===== src/rtl/prot_pkg.sv =====
package prot_pkg;

    typedef enum logic [2:0] {
        S_IDLE,
        S_UNL1,
        S_UNL2,
        S_CMD,
        S_ARG,
        S_ERA,
        S_EXIT,
        S_ERR
    } seq_state_t;

    typedef enum logic [1:0] {
        M_NONE = 2'd0,
        M_PERS = 2'd1,
        M_LOCK = 2'd2,
        M_DYN  = 2'd3
    } prot_mode_t;

    typedef struct packed {
        logic pers_set;
        logic pers_wipe;
        logic lock_set;
        logic dyn_set;
        logic dyn_clr;
    } prot_op_t;

    localparam logic [7:0] C_UNL1   = 8'hAA;
    localparam logic [7:0] C_UNL2   = 8'h55;
    localparam logic [7:0] C_PERS   = 8'hC0;
    localparam logic [7:0] C_LOCK   = 8'h50;
    localparam logic [7:0] C_DYN    = 8'hE0;
    localparam logic [7:0] C_PROG   = 8'hA0;
    localparam logic [7:0] C_ERASE  = 8'h80;
    localparam logic [7:0] C_ERCONF = 8'h30;
    localparam logic [7:0] C_EXIT   = 8'h90;
    localparam logic [7:0] C_ZERO   = 8'h00;
    localparam logic [7:0] C_ONE    = 8'h01;
    localparam logic [7:0] C_RESET  = 8'hF0;

endpackage


===== src/rtl/prot_sect_map.sv =====
module prot_sect_map #(
    parameter int ADDR_W = 12,
    parameter int SECT_W = 3
) (
    input  logic [ADDR_W-1:0] addr,
    output logic [SECT_W-1:0] sect
);
    // equal-sized sectors: the top address bits pick the sector
    assign sect = addr[ADDR_W-1 -: SECT_W];
endmodule


===== src/rtl/prot_fsm.sv =====
module prot_fsm
    import prot_pkg::*;
#(
    parameter int ADDR_W = 12
) (
    input  logic              clk,
    input  logic              rst_n,
    input  logic              wr_en,
    input  logic [ADDR_W-1:0] addr,
    input  logic [7:0]        wdata,
    output prot_mode_t        mode,
    output logic              err,
    output logic              cmd_rdy,
    output prot_op_t          op
);
    localparam logic [ADDR_W-1:0] A_HI = ADDR_W'(12'hAAA);
    localparam logic [ADDR_W-1:0] A_LO = ADDR_W'(12'h555);

    seq_state_t st, st_nx;
    prot_mode_t md, md_nx;

    // state register
    always_ff @(posedge clk or negedge rst_n) begin
        if (!rst_n) begin
            st <= S_IDLE;
            md <= M_NONE;
        end else begin
            st <= st_nx;
            md <= md_nx;
        end
    end

    // next-state decode
    always_comb begin
        st_nx = st;
        md_nx = md;
        if (wr_en) begin
            if (wdata == C_RESET) begin
                st_nx = S_IDLE;
                md_nx = M_NONE;
            end else begin
                unique case (st)
                    S_IDLE: st_nx = (addr == A_HI && wdata == C_UNL1) ? S_UNL1 : S_ERR;
                    S_UNL1: st_nx = (addr == A_LO && wdata == C_UNL2) ? S_UNL2 : S_ERR;
                    S_UNL2: begin
                        st_nx = S_ERR;
                        if (addr == A_HI) begin
                            if (wdata == C_PERS) begin
                                st_nx = S_CMD;
                                md_nx = M_PERS;
                            end else if (wdata == C_LOCK) begin
                                st_nx = S_CMD;
                                md_nx = M_LOCK;
                            end else if (wdata == C_DYN) begin
                                st_nx = S_CMD;
                                md_nx = M_DYN;
                            end
                        end
                    end
                    S_CMD: begin
                        if (wdata == C_PROG)
                            st_nx = S_ARG;
                        else if (wdata == C_EXIT)
                            st_nx = S_EXIT;
                        else if (wdata == C_ERASE && md == M_PERS)
                            st_nx = S_ERA;
                        else
                            st_nx = S_ERR;
                    end
                    S_ARG: begin
                        if (wdata == C_ZERO)
                            st_nx = S_CMD;
                        else if (wdata == C_ONE && md == M_DYN)
                            st_nx = S_CMD;
                        else
                            st_nx = S_ERR;
                    end
                    S_ERA:  st_nx = (wdata == C_ERCONF && addr == '0) ? S_CMD : S_ERR;
                    S_EXIT: begin
                        st_nx = S_ERR;
                        if (wdata == C_ZERO) begin
                            st_nx = S_IDLE;
                            md_nx = M_NONE;
                        end
                    end
                    S_ERR:  st_nx = S_ERR;
                endcase
                if (st_nx == S_ERR)
                    md_nx = M_NONE;
            end
        end
    end

    // outputs
    always_comb begin
        mode    = md;
        err     = (st == S_ERR);
        cmd_rdy = (st == S_CMD);
        op      = '0;
        if (wr_en && st == S_ARG) begin
            op.pers_set = (md == M_PERS) && (wdata == C_ZERO);
            op.lock_set = (md == M_LOCK) && (wdata == C_ZERO);
            op.dyn_set  = (md == M_DYN)  && (wdata == C_ZERO);
            op.dyn_clr  = (md == M_DYN)  && (wdata == C_ONE);
        end
        if (wr_en && st == S_ERA)
            op.pers_wipe = (wdata == C_ERCONF) && (addr == '0);
    end
endmodule


===== src/rtl/prot_bits.sv =====
module prot_bits
    import prot_pkg::*;
#(
    parameter int SECT_W = 3,
    localparam int NSECT = 1 << SECT_W
) (
    input  logic              clk,
    input  logic              rst_n,
    input  prot_op_t          op,
    input  logic [SECT_W-1:0] sect,
    input  prot_mode_t        mode,
    input  logic              rd_req,
    output logic [NSECT-1:0]  pers,
    output logic [NSECT-1:0]  dyn,
    output logic              lock,
    output logic              rd_valid,
    output logic              rd_bit
);
    always_ff @(posedge clk or negedge rst_n) begin
        if (!rst_n)
            lock <= 1'b0;
        else if (op.lock_set)
            lock <= 1'b1;
    end

    for (genvar i = 0; i < NSECT; i++) begin : g_sect
        logic hit;
        assign hit = (sect == SECT_W'(i));

        always_ff @(posedge clk or negedge rst_n) begin
            if (!rst_n)
                pers[i] <= 1'b0;
            else if (!lock && op.pers_wipe)
                pers[i] <= 1'b0;
            else if (!lock && op.pers_set && hit)
                pers[i] <= 1'b1;
        end

        always_ff @(posedge clk or negedge rst_n) begin
            if (!rst_n)
                dyn[i] <= 1'b0;
            else if (op.dyn_set && hit)
                dyn[i] <= 1'b1;
            else if (op.dyn_clr && hit)
                dyn[i] <= 1'b0;
        end
    end

    logic prot_sel;
    always_comb begin
        unique case (mode)
            M_PERS:  prot_sel = pers[sect];
            M_LOCK:  prot_sel = lock;
            M_DYN:   prot_sel = dyn[sect];
            default: prot_sel = 1'b0;
        endcase
    end

    always_ff @(posedge clk or negedge rst_n) begin
        if (!rst_n) begin
            rd_valid <= 1'b0;
            rd_bit   <= 1'b0;
        end else begin
            rd_valid <= rd_req;
            if (rd_req)
                rd_bit <= ~prot_sel;
        end
    end
endmodule


===== src/rtl/prot_cmd_seq.sv =====
module prot_cmd_seq
    import prot_pkg::*;
#(
    parameter int ADDR_W = 12,
    parameter int SECT_W = 3,
    localparam int NSECT = 1 << SECT_W
) (
    input  logic              clk,
    input  logic              rst_n,
    input  logic [ADDR_W-1:0] bus_addr,
    input  logic [7:0]        bus_wdata,
    input  logic              wr_en,
    input  logic              rd_en,
    output logic [1:0]        mode_o,
    output logic              err_o,
    output logic [NSECT-1:0]  pers_o,
    output logic [NSECT-1:0]  dyn_o,
    output logic              lock_o,
    output logic              rd_valid,
    output logic              rd_bit
);
    prot_mode_t        mode;
    prot_op_t          op;
    logic              cmd_rdy;
    logic [SECT_W-1:0] sect;

    prot_sect_map #(.ADDR_W(ADDR_W), .SECT_W(SECT_W)) u_map (
        .addr (bus_addr),
        .sect (sect)
    );

    prot_fsm #(.ADDR_W(ADDR_W)) u_fsm (
        .clk     (clk),
        .rst_n   (rst_n),
        .wr_en   (wr_en),
        .addr    (bus_addr),
        .wdata   (bus_wdata),
        .mode    (mode),
        .err     (err_o),
        .cmd_rdy (cmd_rdy),
        .op      (op)
    );

    prot_bits #(.SECT_W(SECT_W)) u_bits (
        .clk      (clk),
        .rst_n    (rst_n),
        .op       (op),
        .sect     (sect),
        .mode     (mode),
        .rd_req   (rd_en && !wr_en && cmd_rdy),
        .pers     (pers_o),
        .dyn      (dyn_o),
        .lock     (lock_o),
        .rd_valid (rd_valid),
        .rd_bit   (rd_bit)
    );

    assign mode_o = mode;
endmodule


===== config.mk =====
export PLATFORM = sky130hd
export DESIGN_NAME = prot_cmd_seq
export DESIGN_NICKNAME = d
export VERILOG_FILES = /design/src/rtl/prot_pkg.sv /design/src/rtl/prot_sect_map.sv /design/src/rtl/prot_fsm.sv /design/src/rtl/prot_bits.sv /design/src/rtl/prot_cmd_seq.sv
export SDC_FILE = /design/constraint.sdc
export NUM_CORES = 1
export LEC_CHECK = 0
export ABC_AREA = 1
export BUFFER_PORTS_ARGS = -buffer_cell sky130_fd_sc_hd__buf_4
export CAP_MARGIN = 10
export CORE_ASPECT_RATIO = 1.1
export CORE_MARGIN = 1
export CORE_UTILIZATION = 57
export CTS_BUF_LIST = sky130_fd_sc_hd__clkbuf_8 sky130_fd_sc_hd__clkbuf_16
export CTS_CLUSTER_SIZE = 40
export DETAILED_ROUTE_END_ITERATION = 10
export PLACE_DENSITY = 0.87
export SLEW_MARGIN = 20
export SYNTH_ARGS = -nofsm -noshare
export SYNTH_HDL_FRONTEND = slang
export SYNTH_SLANG_ARGS = --single-unit

===== constraint.sdc =====
create_clock -name clk -period 2.1 [get_ports clk]
set_input_delay 0.21 -clock clk [delete_from_list [all_inputs] [get_ports clk]]
set_output_delay 0.21 -clock clk [all_outputs]
set_load 0.05 [all_outputs]

# After elaboration in Yosys (flattened, before gate mapping)
# Cells that the tools add are included.
[totals]
in_bits = 24
regBits = 24
word_cells = 184
out_inout_bits = 22
[op_classes]
n_bitwise = 1
n_eq_ne = 34
n_mux = 65
n_reduce_logical = 62
n_lt_le_gt_ge = 1
[ops]
columns = ["cell", "n"]
rows = [
  ["8-bit == test, second input constant", 7],
  ["3-bit two-way mux", 16],
  ["1-bit logical AND", 38],
  ["1-bit two-way mux", 36],
  ["2-bit nonzero test", 16],
  ["3-bit == test, second input constant", 9],
  ["3-bit one-hot mux with 8 select lines", 1],
  ["8-bit by 7-bit == test with 1-bit output, second input constant", 2],
  ["2-bit two-way mux", 8],
  ["12-bit by 11-bit == test with 1-bit output, second input constant", 1],
  ["12-bit == test, second input constant", 1],
  ["3-bit by 2-bit == test with 1-bit output, second input constant", 4],
  ["12-bit zero test", 1],
  ["8-bit by 1-bit == test with 1-bit output, second input constant", 1],
  ["8-bit by 6-bit == test with 1-bit output, second input constant", 1],
  ["8-bit zero test", 1],
  ["4-bit by 1-bit inequality test with 1-bit output, second input constant", 2],
  ["1-bit binary-select mux with 3-bit select", 2],
  ["3-bit by 1-bit == test with 1-bit output, second input constant", 2],
  ["3-bit zero test", 2],
  ["6-bit by 1-bit inequality test with 1-bit output, second input constant", 1],
  ["5-bit AND reduction", 1],
  ["2-bit == test, second input constant", 2],
  ["3-bit by 4-bit less-than comparator with 1-bit output, second input constant", 1],
  ["6 further kinds", 7],
]

# Logic depth before layout (Yosys ltp)
# Gate-level depths: netlist of the first run.
[depth]
ltp_word = 11
depth_mapped = 15

# Modules after synthesis
# From an unflattened synthesis of the first run, not the netlist that was laid out.
[hier_totals]
cells_unflattened = 292
hier_area_um2 = 1808.0
[modules_own_cells]
columns = ["module", "instances", "seq_area_each_um2", "cells_each", "area_per_inst_um2"]
rows = [
  ["prot_bits", 1, 475.5, 127, 970.9],
  ["prot_fsm", 1, 125.1, 160, 804.5],
  ["prot_sect_map", 1, 0.0, 3, 22.5],
  ["prot_cmd_seq", 1, 0.0, 2, 10.0],
]

# Worst setup path after synthesis of the first run
# OpenSTA, ideal clock, no wires.
[synth_path]
kind = "register to register"
startpoint = "reg u_fsm.md[1] (netlist: u_fsm.mode[1])"
endpoint = "reg u_fsm.md[1] (netlist: u_fsm.mode[1])"
path_slack_ns = 0.457
path_stages_with_launch = 14
synth_period_minus_slack_ns = 1.643
t_arrival_ns = 1.524
path_cell_list = "dfrtp_1 > inv_1 > nand2_1 > nor2_1 > nand2_1 > nand3_1 > a21oi_1 > nand2_1 > inv_2 > nand2_2 > nand2_1 > nand2_1 > nand2_1 > nand2_1"
[synth_via]
elab_chain_len = 11
elab_cells_between_ends = 20
cone_classes = "eq/ne: 6; mux: 10; reduce/logical: 4"
[synth_lines]
columns = ["item", "line", "rtl"]
rows = [
  ["start, declared", "prot_fsm.sv:20", "prot_mode_t md, md_nx;"],
  ["start signal, assigned", "prot_fsm.sv:29", "md <= md_nx;"],
  ["2-bit by 1-bit == test with 1-bit output", "prot_fsm.sv:65", "else if (wdata == C_ERASE && md == M_PERS)"],
  ["1-bit logical AND", "prot_fsm.sv:65", ""],
  ["2-bit two-way mux", "prot_fsm.sv:65", ""],
  ["3-bit two-way mux", "prot_fsm.sv:63", "else if (wdata == C_EXIT)"],
  ["3-bit two-way mux", "prot_fsm.sv:61", "if (wdata == C_PROG)"],
  ["3-bit one-hot mux with 8 select lines *", "prot_fsm.sv:42", "unique case (st)"],
  ["3-bit two-way mux *", "prot_fsm.sv:38", "if (wdata == C_RESET) begin"],
  ["3-bit two-way mux *", "prot_fsm.sv:37", "if (wr_en) begin"],
  ["3-bit == test *", "prot_fsm.sv:88", "if (st_nx == S_ERR)"],
  ["6-bit by 1-bit inequality test with 1-bit output (no source line) (tied with other cells)", "n/a", ""],
  ["5-bit AND reduction (no source line) or 2-bit two-way mux (tied branches)", "n/a", ""],
]
# Mark *: on every way between the ends. The rest lies on a longest branch, timed or not. The select of a mux whose other input is x is not followed.
# A chain may end at the register's enable or synchronous reset.

# Worst setup path after layout of the first run
[layout_path]
startpoint = "reg u_fsm.st[0]"
endpoint = "reg u_fsm.md[1] (netlist: u_fsm.mode[1])"
[layout_via]
elab_chain_len = 7
elab_cells_between_ends = 20
cone_classes = "eq/ne: 11; mux: 6; reduce/logical: 3"
[layout_lines]
columns = ["item", "line", "rtl"]
rows = [
  ["start, declared", "prot_fsm.sv:19", "seq_state_t st, st_nx;"],
  ["start signal, assigned", "prot_fsm.sv:28", "st <= st_nx;"],
  ["3-bit == test (tied with other cells)", "prot_fsm.sv:42", ""],
  ["3-bit one-hot mux with 8 select lines", "prot_fsm.sv:42", ""],
  ["3-bit two-way mux", "prot_fsm.sv:38", ""],
  ["3-bit two-way mux", "prot_fsm.sv:37", ""],
  ["3-bit == test", "prot_fsm.sv:88", ""],
  ["6-bit by 1-bit inequality test with 1-bit output (no source line) (tied with other cells)", "n/a", ""],
  ["5-bit AND reduction (no source line) or 2-bit two-way mux (tied branches)", "n/a", ""],
]
# Several ways; a longest one is shown, not always the timed one. The select of a mux whose other input is x is not followed.

==> impl_metrics.ini, run 1 <==
[outcome]
outcome = completed

[clock_tree]
cts-resized-gates = 0
clk_latency_ns = 0.27
htree_levels = 1
cts.sinks = 24
clk_path_buf_depth = 2
numCtsBuffers = 3
cts_tree = yes
root_buffer = clkbuf_8
clk_pin_slew_ns = 0.09

[setup_path]
arrival_ns = 1.83
path_cells = nor3_1 -> nand3_1 -> nor2_1 -> a21oi_1 -> nand2_1 -> inv_2 -> nand2_2 -> nand2_1 -> nand2_1 -> nand2_1 -> nand2_1
crit_slowest_cell = dfrtp_1
end_kind = flop
cp-start-kind = flop
required_ns = 2.31
slowest_delay_ns = 0.45
worst_path_most_repeated_cell = nand2_1
crit_fanout = 4
critPathKind = reg -> reg

[logic_synthesis]
synth_nets = 294
syn_area_sq_um = 1770
synthCells = 270
synth_seq_cells = 24
avgSynthCellArea_sq_um = 6.55
synth-seq-area-share_pct = 34.0
yosysUniqueCellTypes = 24
ys_warn_count = 0

[global_route]
grtUsageTotal_pct = 27.9
grt_antenna_before_repair = 0
grt_overflow = 0
grt_start_max_net_pins = 25
grt_pass1_vias = 1719
grt_pass1_wl_mm = 6.82

[timing]
period_needed_ns = 1.61
finClkSkew_ns = 0.00350
final_hold_viol_count = 0
fin_crit_sh_pct = 76.9
max_freq_mhz = 620
worst_slew_pin_slew_ns = 0.510
grt_setup_unrepaired = false
setup_tns_ns = 0
slew_violations = 0
setup_viol = 0
relSlewSlack_pct = 65.8

[detailed_routing]
wl_per_cell_microns = 11.9
viasPerCell = 5.27
drcViolationCount = 0
vias = 1861
routed_wl_mm = 4.19
dr.pass1.iters = 4
antenna_left = 0
drtIter0Drc = 56

[floorplanning]
die-height_microns = 60.4
design.core.area_sq_um = 2850
die-area_sq_um = 3330
chipWidth_microns = 55.1
io_pins = 46
start_util_pct = 62.0
fp-row-count = 20

[final_layout]
final_common_cell = nand2_1
utilization_pct = 78.1
drive_gt1_share_pct = 25.0
antennaDiodeCount = 0
syn2layout_area_growth_pct = 26.0
fill_cells = 243
fin_nets = 345
final_cell_mix = 60 x nand2_1, 46 x inv_1, 45 x buf_4, 29 x nor2_1, 24 x dfrtp_1

[placed_design]
dp.final_hpwl_mm = 3.34
place_congestion = 0.926
portBuffers = 45

[pwr]
peakVddDrop_uv = 534
power.density_nw_per_um2 = 700
p_leak_uw = 0.00120

[worst_hold_path]
hold_class = in -> reg

[job]
drv_cap = 0
-- layer usage --
metal	part of all wire [%]	global-route usage, %	vias up
met1	43	32.2	836
met3	4.5	3.51	11
met2	50	52.0	58
met5	0	0	-
met4	1.8	8.57	0
li1	-	-	956
-- worst paths after layout --
| check | startpoint | endpoint | slack, ns | depth (start not counted) |
|---|---|---|---|---|
| max | u_fsm.st[0] | u_fsm.mode[1] | 0.49 | 11 |
| min | wr_en | u_fsm.st[0] | 0.17 | 2 |
| max reg2reg | u_fsm.st[0] | u_fsm.mode[1] | 0.49 | 11 |
| min reg2reg | u_bits.rd_bit | u_bits.rd_bit | 0.51 | 2 |
| max in group asynchronous | rst_n | u_bits.pers[4] | 1.50 | 2 |
| min in group asynchronous | rst_n | u_bits.dyn[2] | 0.37 | 2 |
-- report_power, final --
part           total [uW]  internal, uW  switching [uW]
Combinational         586           198             388
Sequential            565           506            59.7
Clock                 407           255             153
Total                1560           959             600
-- metrics by stage --
step	setup WS (ns)	power [uW]	hold slack [ns]	instance area (sq um)	cells
after floorplan	0.457	977	-0.0856	1770	270
after global placement	0.528	1150	0.120	2150	348
after global routing	0.285	1650	0.179	2230	353
after CTS	0.521	1560	0.173	2230	353
after detailed placement	0.541	1160	0.122	2150	348
final	0.486	1560	0.173	2230	353
-- cells in the mapped netlist, drive strengths merged --
| master | number | area share [%] |
|---|---|---|
| a21oi | 13 | 3.7 |
| a22oi | 3 | 1.3 |
| a31oi | 1 | 0.35 |
| dfrtp | 24 | 34 |
| inv | 52 | 11 |
| nand2 | 69 | 16 |
| nand3 | 20 | 5.9 |
| nand3b | 1 | 0.42 |
| nand4 | 6 | 2.1 |
| nor2 | 42 | 13 |
| nor3 | 4 | 1.1 |
| o21ai | 21 | 6.2 |
| o22ai | 4 | 1.4 |
| o31ai | 1 | 0.42 |
| or2 | 9 | 3.2 |
-- worst max-delay path, delay by kind of cell, from the launching register on --
family                 cells  cell delay [ns]
buffers and inverters      1             0.04
AND/OR/NAND/NOR            9             1.01
flip-flops                 1             0.45
AO/OA/AOI/OAI              1             0.08
-- registers in the layout, indices dropped and copies added, names as in the netlist --
signal           flops
u_bits.dyn           8
u_bits.lock          1
u_bits.pers          8
u_bits.rd_bit        1
u_bits.rd_valid      1
u_fsm.mode           2
u_fsm.st             3
-- layout make-up --
class	instances	area, sq um	share of cell area (%)
multi-input cells	194	972	43.6
flip-flops and latches	24	601	27.0
repair buffers	46	348	15.6
inverters	52	195	8.76
clock buffers	3	41.3	1.85
well taps	33	41.3	1.85
clock inverters	1	30.0	1.35
-- what timing repair did --
action	CTS	global route
buffers inserted	0	0
hold buffers	1	0
endpoints found under the hold margin	24	0
-- kinds of logic (layout without fill, tap and decap cells) --
family | after synthesis | in the layout | synth area share [%]
AND/OR/NAND/NOR | 151 | 151 | 41.7
buffers and inverters | 52 | 102 | 11.0
AO/OA/AOI/OAI | 43 | 43 | 13.3
flip-flops | 24 | 24 | 34.0
Power figures use the tool's default switching activity.
==> run 2: changes to the inputs <==
--- a/config.mk
+++ b/config.mk
@@ -10,11 +10,11 @@
 export CAP_MARGIN = 10
 export CORE_ASPECT_RATIO = 1.1
 export CORE_MARGIN = 1
-export CORE_UTILIZATION = 57
+export CORE_UTILIZATION = 48
 export CTS_BUF_LIST = sky130_fd_sc_hd__clkbuf_8 sky130_fd_sc_hd__clkbuf_16
 export CTS_CLUSTER_SIZE = 40
 export DETAILED_ROUTE_END_ITERATION = 10
-export PLACE_DENSITY = 0.87
+export PLACE_DENSITY = 0.78
 export SLEW_MARGIN = 20
 export SYNTH_ARGS = -nofsm -noshare
 export SYNTH_HDL_FRONTEND = slang
==> constraint.sdc (replaced) <==
create_clock -name clk -period 1.4 [get_ports clk]
set_input_delay 0.14 -clock clk [delete_from_list [all_inputs] [get_ports clk]]
set_output_delay 0.14 -clock clk [all_outputs]
set_load 0.05 [all_outputs]
==> impl_metrics.ini, run 2 (synthesized netlist as in run 1, its figures left out) <==
[outcome]
outcome = finished with violations
violations = setup timing

[setup_path]
r2r_end = u_fsm.mode[1]
slowest_delay_ns = 0.47
crit_slowest_cell = dfrtp_2
r2r-start = u_fsm.st[1]
worst_path_most_repeated_cell = nand2_1
r2r_setup_slack_ns = -0.08
end_kind = flop
critPathKind = reg -> reg
crit_fanout = 5
rr_worst_depth = 14
cp-startpoint = u_fsm.st[1]
cp-endpoint = u_fsm.mode[1]
arrival_ns = 1.66
path_cells = inv_2 -> nor2_4 -> nand2_2 -> inv_2 -> nand2_2 -> nand2_2 -> a21oi_2 -> nand2_1 -> inv_2 -> nand2_2 -> nand2_1 -> nand2_1 -> nand2_1 -> nand2_1
required_ns = 1.58
cp-start-kind = flop

[placed_design]
dp.final_hpwl_mm = 3.70
place_congestion = 0.874
portBuffers = 45
placed_cells = 386

[timing]
final.setup.worst_slack_ns = -0.0795
slew_violations = 0
max_freq_mhz = 676
relSlewSlack_pct = 78.7
fin_crit_sh_pct = 106
setup_viol = 6
finClkSkew_ns = 0.00954
worst_slew_pin_slew_ns = 0.318
grt_setup_unrepaired = true
final_hold_viol_count = 0
period_needed_ns = 1.48

[clock_tree]
clk_path_buf_depth = 2
clk_latency_ns = 0.28
cts_tree = yes
clk_pin_slew_ns = 0.09
root_buffer = clkbuf_8
cts.sinks = 24
htree_levels = 1
numCtsBuffers = 3

[detailed_routing]
viasPerCell = 5.08
routed_wl_mm = 4.85
antenna_left = 0
dr.pass1.iters = 4
drcViolationCount = 0
vias = 1995
drtIter0Drc = 99
wl_per_cell_microns = 12.3

[pwr]
p_int_uw = 1640
p_comb_share_pct = 44.1
total_power_uw = 2640
p_leak_uw = 0.00134
p_clk_share_pct = 23.5
peakVddDrop_uv = 685
seq_power_share_pct = 32.4
netSwitchingFraction_pct = 38.0
power.density_nw_per_um2 = 1050
power_switching_uw = 1010

[final_layout]
final_cell_mix = 68 x buf_4, 57 x nand2_1, 45 x inv_1, 27 x nor2_1, 19 x dfrtp_1
fin_nets = 370
syn2layout_area_growth_pct = 42.3
fin_cells = 393
fill_cells = 301
reg_top3 = u_bits.dyn (8), u_bits.pers (8), u_fsm.st (3)
final_common_cell = buf_4
drive_gt1_share_pct = 35.9
antennaDiodeCount = 0

[global_route]
grt_start_max_net_pins = 25
grt_antenna_before_repair = 0
grt_pass1_wl_mm = 8.31
grtUsageTotal_pct = 28.0
grt_overflow = 0
grt_pass1_vias = 1977

[job]
drv_cap = 0

[floorplanning]
chipWidth_microns = 59.9
io_pins = 46
die-area_sq_um = 3930
design.core.area_sq_um = 3410
fp-row-count = 22
die-height_microns = 65.7
start_util_pct = 51.8

[worst_hold_path]
hold_class = in -> reg
==> run 2: timing repair <==
action	in CTS	in global routing
pin swaps	3	3
setup endpoints to repair	20	22
endpoints found under the hold margin	24	0
buffers inserted	1	1
hold buffers	1	0
resized for setup	10	21
==> run 2: worst max-delay path: cells and delay by family (launching register included) <==
family | cells | cell delay, ns
buffers and inverters | 3 | 0.21
flip-flops | 1 | 0.47
AND/OR/NAND/NOR | 10 | 0.58
AO/OA/AOI/OAI | 1 | 0.13
==> run 2: area by class of cell <==
class	instances	area, sq um	area share (%)
timing repair buffer	71	547	21.7
clock buffer	3	41.3	1.64
multi-input combinational	194	1040	41.2
tap	48	60.1	2.39
sequential	24	607	24.1
inverter	52	195	7.76
clock inverter	1	30.0	1.19
==> run 2: through the flow <==
stage / setup TNS, ns / hold slack (ns) / instance area, sq um / worst slack, ns / utilization (%)
3_5_place_dp: -1.03 / 0.0614 / 2340 / -0.148 / 68.7
3_3_place_gp: -0.641 / 0.0549 / 2340 / -0.168 / 68.7
4_1_cts: -1.05 / 0.109 / 2460 / -0.0755 / 72.1
2_1_floorplan: -0.115 / -0.156 / 1770 / -0.0578 / -
6_report: -0.204 / 0.114 / 2520 / -0.0795 / 73.7
5_1_grt: -1.70 / 0.138 / 2520 / -0.203 / 73.7
==> run 2: layer usage <==
layer | up-vias | global-route usage, % | part of all wire [%] | routed length [microns]
met2 | 83 | 51.8 | 52 | 2510
li1 | 1004 | - | - | -
met3 | 16 | 1.97 | 5.2 | 253
met4 | 0 | 12.5 | 2.9 | 143
met1 | 892 | 31.9 | 40 | 1940
met5 | - | 0 | 0 | 0
==> run 2: worst min path at each step <==
stage,startpoint,to,slack [ns],cells past startpoint
floorplan,rst_n,u_bits.dyn[0],-0.16,0
CTS,wr_en,u_fsm.st[1],0.11,2
finish,wr_en,u_fsm.st[0],0.11,2
detailed placement,rst_n,u_bits.dyn[7],0.06,1
global placement,rst_n,u_bits.dyn[6],0.05,1
global route,wr_en,u_fsm.st[2],0.14,2
==> run 2: power by group through the flow <==
stage	clock network (uW)	logic (uW)	registers [uW]
after floorplan	0	463	1010
after global placement	0	1080	844
after detailed placement	0	1080	844
after CTS	623	1120	847
after global routing	647	1290	870
final	622	1170	856
